`src/rtl/line_tx_pkg.sv`:
```
package line_tx_pkg;

    typedef enum logic [1:0] {
        ST_SYNC     = 2'd0,
        ST_PAYLOAD  = 2'd1,
        ST_OVERHEAD = 2'd2
    } frm_state_t;

endpackage

```
`src/rtl/tx_frame_seq.sv`:
```
module tx_frame_seq
    import line_tx_pkg::*;
#(
    parameter int SYNC_BITS = 18,
    parameter int PAY_BITS  = 216,
    parameter int OH_BITS   = 6,
    parameter int SF_FRAMES = 8,
    localparam int FRAME_BITS = SYNC_BITS + PAY_BITS + OH_BITS,
    localparam int PW = $clog2(FRAME_BITS),
    localparam int FW = $clog2(SF_FRAMES),
    localparam int OW = $clog2(OH_BITS)
) (
    input  logic          clk,
    input  logic          rst_n,
    input  logic          bit_en,
    output frm_state_t    state,
    output logic [PW-1:0] fpos,
    output logic [FW-1:0] frame,
    output logic [OW-1:0] oh_idx,
    output logic          in_sync,
    output logic          in_pay,
    output logic          in_oh,
    output logic          sf_last
);

    localparam logic [PW-1:0] SYNC_LAST  = PW'(SYNC_BITS - 1);
    localparam logic [PW-1:0] PAY_LAST   = PW'(SYNC_BITS + PAY_BITS - 1);
    localparam logic [PW-1:0] OH_START   = PW'(SYNC_BITS + PAY_BITS);
    localparam logic [PW-1:0] FRAME_LAST = PW'(FRAME_BITS - 1);
    localparam logic [FW-1:0] SF_LAST    = FW'(SF_FRAMES - 1);

    frm_state_t state_nx;
    logic       frame_done;

    assign frame_done = bit_en && (fpos == FRAME_LAST);

    // next-state logic
    always_comb begin
        state_nx = state;
        unique case (state)
            ST_SYNC:     if (bit_en && fpos == SYNC_LAST) state_nx = ST_PAYLOAD;   // T_SYNC_DONE
            ST_PAYLOAD:  if (bit_en && fpos == PAY_LAST)  state_nx = ST_OVERHEAD;  // T_PAY_DONE
            ST_OVERHEAD: if (frame_done)                  state_nx = ST_SYNC;      // T_FRAME_DONE
            default:                                      state_nx = ST_SYNC;
        endcase
    end

    // state register
    always_ff @(posedge clk or negedge rst_n) begin
        if (!rst_n) state <= ST_SYNC;
        else        state <= state_nx;
    end

    // bit position and frame counters
    always_ff @(posedge clk or negedge rst_n) begin
        if (!rst_n) begin
            fpos  <= '0;
            frame <= '0;
        end else if (bit_en) begin
            fpos <= frame_done ? '0 : fpos + 1'b1;
            if (frame_done) frame <= (frame == SF_LAST) ? '0 : frame + 1'b1;
        end
    end

    // outputs decoded from state
    always_comb begin
        in_sync = 1'b0;
        in_pay  = 1'b0;
        in_oh   = 1'b0;
        unique case (state)
            ST_SYNC:     in_sync = 1'b1;
            ST_PAYLOAD:  in_pay  = 1'b1;
            ST_OVERHEAD: in_oh   = 1'b1;
            default:     in_sync = 1'b1;
        endcase
        oh_idx  = OW'(fpos - OH_START);
        sf_last = in_oh && (fpos == FRAME_LAST) && (frame == SF_LAST);
    end

    AST_SYNC_RANGE: assert property (@(posedge clk) disable iff (!rst_n)
        (state == ST_SYNC) |-> (fpos <= SYNC_LAST)) else $error("sync out of range");
    AST_PAY_RANGE: assert property (@(posedge clk) disable iff (!rst_n)
        (state == ST_PAYLOAD) |-> (fpos > SYNC_LAST && fpos <= PAY_LAST)) else $error("payload out of range");
    AST_FRAME_WRAP: assert property (@(posedge clk) disable iff (!rst_n)
        frame_done |=> (fpos == '0 && state == ST_SYNC)) else $error("frame wrap");

endmodule

```
`src/rtl/tx_scrambler.sv`:
```
module tx_scrambler #(
    parameter int TAP_A = 5,
    parameter int TAP_B = 23
) (
    input  logic clk,
    input  logic rst_n,
    input  logic en,
    input  logic din,
    output logic dout
);

    logic [TAP_B-1:0] hist;

    assign dout = din ^ hist[TAP_A-1] ^ hist[TAP_B-1];

    always_ff @(posedge clk or negedge rst_n) begin
        if (!rst_n)  hist <= '0;
        else if (en) hist <= {hist[TAP_B-2:0], dout};
    end

    AST_SCR_HOLD: assert property (@(posedge clk) disable iff (!rst_n)
        !en |=> $stable(hist)) else $error("scrambler moved");

endmodule

```
`src/rtl/tx_crc.sv`:
```
module tx_crc #(
    parameter int          W    = 12,
    parameter logic [W-1:0] POLY = 12'h80F
) (
    input  logic         clk,
    input  logic         rst_n,
    input  logic         en,
    input  logic         din,
    input  logic         sf_end,
    output logic [W-1:0] crc_tx
);

    logic [W-1:0] acc;
    logic [W-1:0] acc_nx;

    always_comb begin
        acc_nx = {acc[W-2:0], 1'b0} ^ ({W{din ^ acc[W-1]}} & POLY);
    end

    always_ff @(posedge clk or negedge rst_n) begin
        if (!rst_n) begin
            acc    <= '0;
            crc_tx <= '0;
        end else if (sf_end) begin
            crc_tx <= en ? acc_nx : acc;
            acc    <= '0;
        end else if (en) begin
            acc <= acc_nx;
        end
    end

    AST_CRC_CLEAR: assert property (@(posedge clk) disable iff (!rst_n)
        sf_end |=> (acc == '0)) else $error("crc not cleared");
    AST_CRC_TX_HOLD: assert property (@(posedge clk) disable iff (!rst_n)
        !sf_end |=> $stable(crc_tx)) else $error("crc tx changed");

endmodule

```
`src/rtl/line_tx_framer.sv`:
```
module line_tx_framer
    import line_tx_pkg::*;
#(
    parameter int               SYNC_BITS = 18,
    parameter int               PAY_BITS  = 216,
    parameter int               OH_BITS   = 6,
    parameter int               SF_FRAMES = 8,
    parameter int               CRC_W     = 12,
    parameter logic [CRC_W-1:0] CRC_POLY  = 12'h80F,
    parameter int               SCR_TAP_A = 5,
    parameter int               SCR_TAP_B = 23,
    parameter logic [SYNC_BITS-1:0] SYNC_WORD = 18'b101000000010001010
) (
    input  logic               clk,
    input  logic               rst_n,
    input  logic               bit_en,
    input  logic               pay_valid,
    input  logic               pay_data,
    output logic               pay_ready,
    input  logic [OH_BITS-1:0] maint_word,
    output logic [1:0]         sym_out,
    output logic               sym_valid,
    output logic               frame_start,
    output logic               sframe_start,
    output logic               underrun
);

    localparam int FRAME_BITS = SYNC_BITS + PAY_BITS + OH_BITS;
    localparam int PW         = $clog2(FRAME_BITS);
    localparam int FW         = $clog2(SF_FRAMES);
    localparam int OW         = $clog2(OH_BITS);
    localparam int SYW        = $clog2(SYNC_BITS);
    localparam int CIW        = $clog2(CRC_W);
    localparam int CRC_FRAMES = CRC_W / 2;
    localparam int CRC_SLOT0  = OH_BITS - 2;

    frm_state_t       state;
    logic [PW-1:0]    fpos;
    logic [FW-1:0]    frame;
    logic [OW-1:0]    oh_idx;
    logic             in_sync, in_pay, in_oh, sf_last;
    logic [OH_BITS-1:0] maint_snap;
    logic [CRC_W-1:0] crc_tx;
    logic             oh_is_crc;
    logic             raw_bit, scr_bit, line_bit, hi_bit;
    logic             crc_en, scr_en;

    tx_frame_seq #(
        .SYNC_BITS(SYNC_BITS), .PAY_BITS(PAY_BITS),
        .OH_BITS(OH_BITS),     .SF_FRAMES(SF_FRAMES)
    ) u_seq (
        .clk(clk), .rst_n(rst_n), .bit_en(bit_en),
        .state(state), .fpos(fpos), .frame(frame), .oh_idx(oh_idx),
        .in_sync(in_sync), .in_pay(in_pay), .in_oh(in_oh), .sf_last(sf_last)
    );

    assign pay_ready = bit_en && in_pay;

    // unscrambled bit selection
    always_comb begin
        int ci;
        ci        = 0;
        oh_is_crc = in_oh && (int'(frame) < CRC_FRAMES) && (int'(oh_idx) >= CRC_SLOT0);
        raw_bit   = 1'b1;
        if (in_pay) begin
            raw_bit = pay_valid ? pay_data : 1'b1;
        end else if (oh_is_crc) begin
            ci      = CRC_W - 1 - (2 * int'(frame) + int'(oh_idx) - CRC_SLOT0);
            raw_bit = crc_tx[CIW'(ci)];
        end else if (in_oh) begin
            raw_bit = maint_snap[OW'(OH_BITS - 1) - oh_idx];
        end
    end

    assign crc_en = bit_en && (in_pay || (in_oh && !oh_is_crc));
    assign scr_en = bit_en && !in_sync;

    tx_crc #(.W(CRC_W), .POLY(CRC_POLY)) u_crc (
        .clk(clk), .rst_n(rst_n), .en(crc_en), .din(raw_bit),
        .sf_end(bit_en && sf_last), .crc_tx(crc_tx)
    );

    tx_scrambler #(.TAP_A(SCR_TAP_A), .TAP_B(SCR_TAP_B)) u_scr (
        .clk(clk), .rst_n(rst_n), .en(scr_en), .din(raw_bit), .dout(scr_bit)
    );

    assign line_bit = in_sync ? SYNC_WORD[SYW'(SYNC_BITS - 1) - fpos[SYW-1:0]] : scr_bit;

    // maintenance snapshot at frame start
    always_ff @(posedge clk or negedge rst_n) begin
        if (!rst_n)                      maint_snap <= '0;
        else if (bit_en && fpos == '0)   maint_snap <= maint_word;
    end

    // sticky underrun
    always_ff @(posedge clk or negedge rst_n) begin
        if (!rst_n)                          underrun <= 1'b0;
        else if (pay_ready && !pay_valid)    underrun <= 1'b1;
    end

    // symbol assembly
    always_ff @(posedge clk or negedge rst_n) begin
        if (!rst_n) begin
            hi_bit       <= 1'b0;
            sym_out      <= 2'b00;
            sym_valid    <= 1'b0;
            frame_start  <= 1'b0;
            sframe_start <= 1'b0;
        end else begin
            sym_valid    <= 1'b0;
            frame_start  <= 1'b0;
            sframe_start <= 1'b0;
            if (bit_en) begin
                if (!fpos[0]) begin
                    hi_bit <= line_bit;
                end else begin
                    sym_out      <= {hi_bit, line_bit};
                    sym_valid    <= 1'b1;
                    frame_start  <= (fpos == PW'(1));
                    sframe_start <= (fpos == PW'(1)) && (frame == '0);
                end
            end
        end
    end

    AST_UNDERRUN_STICKY: assert property (@(posedge clk) disable iff (!rst_n)
        underrun |=> underrun) else $error("underrun cleared");
    AST_SYM_PULSE: assert property (@(posedge clk) disable iff (!rst_n)
        sym_valid |=> !sym_valid) else $error("valid too long");
    AST_FRAME_STROBE: assert property (@(posedge clk) disable iff (!rst_n)
        frame_start |-> sym_valid) else $error("frame strobe alone");
    AST_SF_STROBE: assert property (@(posedge clk) disable iff (!rst_n)
        sframe_start |-> frame_start) else $error("superframe strobe alone");
    AST_SYNC_HEAD: assert property (@(posedge clk) disable iff (!rst_n)
        frame_start |-> (sym_out == SYNC_WORD[SYNC_BITS-1 -: 2])) else $error("bad sync head");

endmodule

```
`config.mk`:
```
export PLATFORM = sky130hd
export DESIGN_NAME = line_tx_framer
export DESIGN_NICKNAME = d
export VERILOG_FILES = /design/src/rtl/line_tx_pkg.sv /design/src/rtl/tx_frame_seq.sv /design/src/rtl/tx_scrambler.sv /design/src/rtl/tx_crc.sv /design/src/rtl/line_tx_framer.sv
export SDC_FILE = /design/constraint.sdc
export NUM_CORES = 1
export LEC_CHECK = 0
export BUFFER_PORTS_ARGS = -buffer_cell sky130_fd_sc_hd__buf_2
export CELL_PAD_IN_SITES_DETAIL_PLACEMENT = 1
export CELL_PAD_IN_SITES_GLOBAL_PLACEMENT = 1
export CORE_ASPECT_RATIO = 1.5
export CORE_MARGIN = 8
export CORE_UTILIZATION = 44
export DETAILED_ROUTE_END_ITERATION = 8
export GPL_ROUTABILITY_DRIVEN = 0
export GPL_TIMING_DRIVEN = 0
export PLACE_DENSITY_LB_ADDON = 0.3
export SYNTH_ARGS = -nofsm -noshare
export SYNTH_HDL_FRONTEND = slang
export SYNTH_SLANG_ARGS = --single-unit
```
`constraint.sdc`:
```
create_clock -name clk -period 3.9 [get_ports clk]
set_input_delay 0.78 -clock clk [delete_from_list [all_inputs] [get_ports clk]]
set_output_delay 0.78 -clock clk [all_outputs]
set_load 0.005 [all_outputs]
```
==> flow_summary_export.csv <==
group,metric,value,unit
worst_setup_path,cpMaxStageDelayCell,"dfrtp_1",
worst_setup_path,r2r-start,"u_seq.fpos[1]",
synthesis,synth_nets,333,
timing,rsz0062_at_grt,"no",
grt,grt.overflow.total,0,
layout,fin_util,0.520,
clock_tree,cts_setup_buffers,0,
floorplan,die_h,126,um
worst_setup_path,path_delay_family,"adder cells",
synthesis,ys_warn_count,0,
grt,grt_usage,0.154,
timing,period_share,0.862,
routing,post_drt_wl_per_cell,17.5,um
synthesis,synth_top_family_by_area,"multiplexers",
power_and_ir_drop,p_leak,1.95,nW
synthesis,synthAdderAreaFrac,0.0562,
worst_setup_path,cp_slowest_stage_delay,530,ps
routing,ant_nets,0,
routing,route.detailed.drc,0,
worst_setup_path,r2r_cells,10,
timing,worst_pin_slew,526,ps
synthesis,ys.flop_type,"dfrtp_1",
floorplan,ios,18,
synthesis,synth_edf_count,0,
worst_setup_path,cp.arrival,3570,ps
floorplan,rows,40,
worst_setup_path,cp.buffers_inverters,1,
clock_tree,post_cts_resized,0,
layout,fillCellCount,840,
synthesis,yosysSeqAreaShare,0.512,
grt,met1_usage,0.179,
worst_setup_path,worst_setup_path_start_kind,"flop",
timing,hold-worst-slack,308,ps
power_and_ir_drop,power_density,683,nW/um2
synthesis,muxShareOfSynthArea,0.161,
floorplan,die_area,11300,um2
clock_tree,cts_buffers,9,
timing,slew_headroom,0.645,
grt,grt_busiest_layer,"met2",
floorplan,start_util,0.448,
timing,slew_viol_final,0,
timing,skew,7.47,ps
grt,antenna_found_initial,0,
grt,grt.met2_usage,0.256,
synthesis,synth_compound_area_frac,0.0688,
worst_setup_path,r2r_slack,540,ps
synthesis,postSynthRegisterBits,73,
placed_design,numPortBuffers,17,
layout,nNetsFinal,362,
grt,grt_pass1_vias,2642,
clock_tree,ctsHoldBuffers,0,
synthesis,yosysUniqueCellTypes,45,
layout,area_delta_synth_final,16.1,%
routing,drt_wl_total,7.78,mm
clock_tree,clkLatencyLatePin,340,ps
routing,drtIter0Drc,103,
layout,n_antenna_cell,0,
job,drv_cap,0,
layout,drive_gt1_frac,0.221,
synthesis,synthXorXnorAreaFrac,0.0323,
worst_setup_path,r2r-end,"u_crc.crc_tx[2]",
floorplan,dieWidth,89.5,um
worst_hold_path,hp-class,"input port to async pin",
worst_setup_path,worstPathMaxFanout,10,
power_and_ir_drop,ir_drop,0.416,mV
grt,grt_pass1_wl,13.3,mm
worst_setup_path,critPathCaptureType,"flop",
clock_tree,path_clk_slew,60,ps
clock_tree,cts_tree,"yes",
routing,first_pass_iters,4,
grt,grt_start_max_net_pins,58,
timing,timing.fmax,0.297,GHz
placed_design,hpwl,5.40,mm
timing,setup_viol_count_final,0,
timing,min_period,3360,ps
worst_setup_path,critical_path_required,4110,ps
clock_tree,htree_levels,3,
synthesis,synth-simple-area-share,0.134,
outcome,status,"finished clean",
synthesis,synth.avg_cell_area,11.6,um2
timing,setup-tns-final,0,ps
worst_setup_path,crit_chain,"inv_1 -> ha_1 -> ha_1 -> o21a_1 -> or3_2 -> and4_1 -> o31a_4 -> xor2_4 -> mux2i_1 -> nand3_1",
timing,final-hold-violation-count,0,
synthesis,syn_inst,306,
clock_tree,ctsLongestPathBuffers,2,
synthesis,synthArstFlopShare,1.00,
worst_setup_path,crit_top_cell,"ha_1",
routing,vias,2380,
routing,viasPerCell,5.35,
clock_tree,cts_root_buf,"clkbuf_16",
clock_tree,clock-sinks,73,
worst_setup_path,worstSetupPathType,"flop to flop",
grt,grtUsageMet3,0.0391,
floorplan,core,7960,um2
synthesis,synthesis.area,3560,um2
final cells by class:
type	count	area (um2)	area share
buffer	14	88.8	0.0215
clock inverter	7	101	0.0245
timing repair buffer	18	115	0.0278
tap	105	131	0.0318
inverter	10	37.5	0.00907
clock buffer	9	225	0.0544
multi-input combinational	209	1610	0.389
sequential	73	1830	0.441
cells in the final DEF (no fill, tap or decap), drive strengths merged, types with 3 or more instances in the layout:
cell type / count
clkbuf: 18
o21a: 3
xnor2: 7
buf: 23
mux4: 4
nor2: 16
and4: 3
nand2: 27
nand3: 14
nor3: 12
o21ai: 22
or3: 3
inv: 12
and2: 3
mux2: 31
ha: 16
a21oi: 5
and3: 9
mux2i: 12
xor2: 4
dfrtp: 73
cells in the mapped netlist (2+ instances only):
cell / n / share of area
a21oi_1: 5 / 0.0070
and2_1: 2 / 0.0035
and3_1: 9 / 0.016
and4_1: 3 / 0.0074
buf_1: 2 / 0.0021
buf_6: 2 / 0.0063
clkbuf_1: 7 / 0.0074
clkbuf_8: 2 / 0.0077
dfrtp_1: 73 / 0.51
ha_1: 16 / 0.056
inv_1: 10 / 0.011
mux2_2: 31 / 0.098
mux2i_1: 12 / 0.034
mux4_1: 4 / 0.029
nand2_1: 27 / 0.028
nand3_1: 14 / 0.020
nor2_1: 16 / 0.017
nor3_1: 12 / 0.017
o21a_1: 3 / 0.0063
o21ai_0: 22 / 0.031
or3_1: 2 / 0.0035
xnor2_1: 7 / 0.017
xor2_1: 3 / 0.0074
metal layers:
metal  part of all wire  wire, um
met5                  0         0
met4              0.021       163
met3              0.030       233
met2               0.52      4040
met1               0.43      3340
flip-flops by register name (all words and copies together), names as in the netlist, 2 cells and up:
register and count:
u_seq.fpos 8, maint_snap 6, u_seq.frame 3, u_seq.state 2, u_crc.crc_tx 12, sym_out 2
u_crc.acc 12, u_scr.hist 23
where the power goes:
| part | leakage [nW] | total (mW) | internal [mW] | switching (mW) |
|---|---|---|---|---|
| sequential | 0.923 | 1.12 | 0.961 | 0.156 |
| clock | 0.153 | 0.907 | 0.565 | 0.342 |
| combinational | 0.871 | 0.802 | 0.377 | 0.425 |
worst register-to-register path: stages (launching register included):
cell,delay [ps]
dfrtp_1,530
inv_1,200
ha_1,420
ha_1,330
o21a_1,120
or3_2,430
and4_1,210
o31a_4,320
xor2_4,330
mux2i_1,250
nand3_1,100
worst max-delay path by stage:
stage                             endpoint  slack [ps]  cells past startpoint     startpoint
final                      u_crc.crc_tx[2]         540                     10  u_seq.fpos[1]
after global routing       u_crc.crc_tx[2]         360                     10  u_seq.fpos[1]
after CTS                  u_crc.crc_tx[2]         520                     10  u_seq.fpos[1]
after detailed placement   u_crc.crc_tx[2]         530                     10  u_seq.fpos[1]
after global placement     u_crc.crc_tx[2]         610                     10  u_seq.fpos[1]
after floorplan           u_crc.crc_tx[11]         980                     10  u_seq.fpos[1]
metrics by stage:
step                      total power, mW  instances  instance area [um2]  worst slack (ps)
after global routing                 2.99        445                 4140               359
after CTS                            2.86        445                 4140               518
after detailed placement             1.92        429                 3810               532
after floorplan                      1.68        306                 3560               977
final                                2.83        445                 4140               538
after global placement               1.86        428                 3780               614
logic make-up after synthesis:
group / Yosys count
and+or+nand+nor: 95
DFF: 73
muxes: 47
AOI/OAI and AO/OA: 40
buffers and inverters: 24
adders and majority gates: 16
xor gates and xnor gates: 11
No activity file was read; power rests on OpenSTA's default activity.
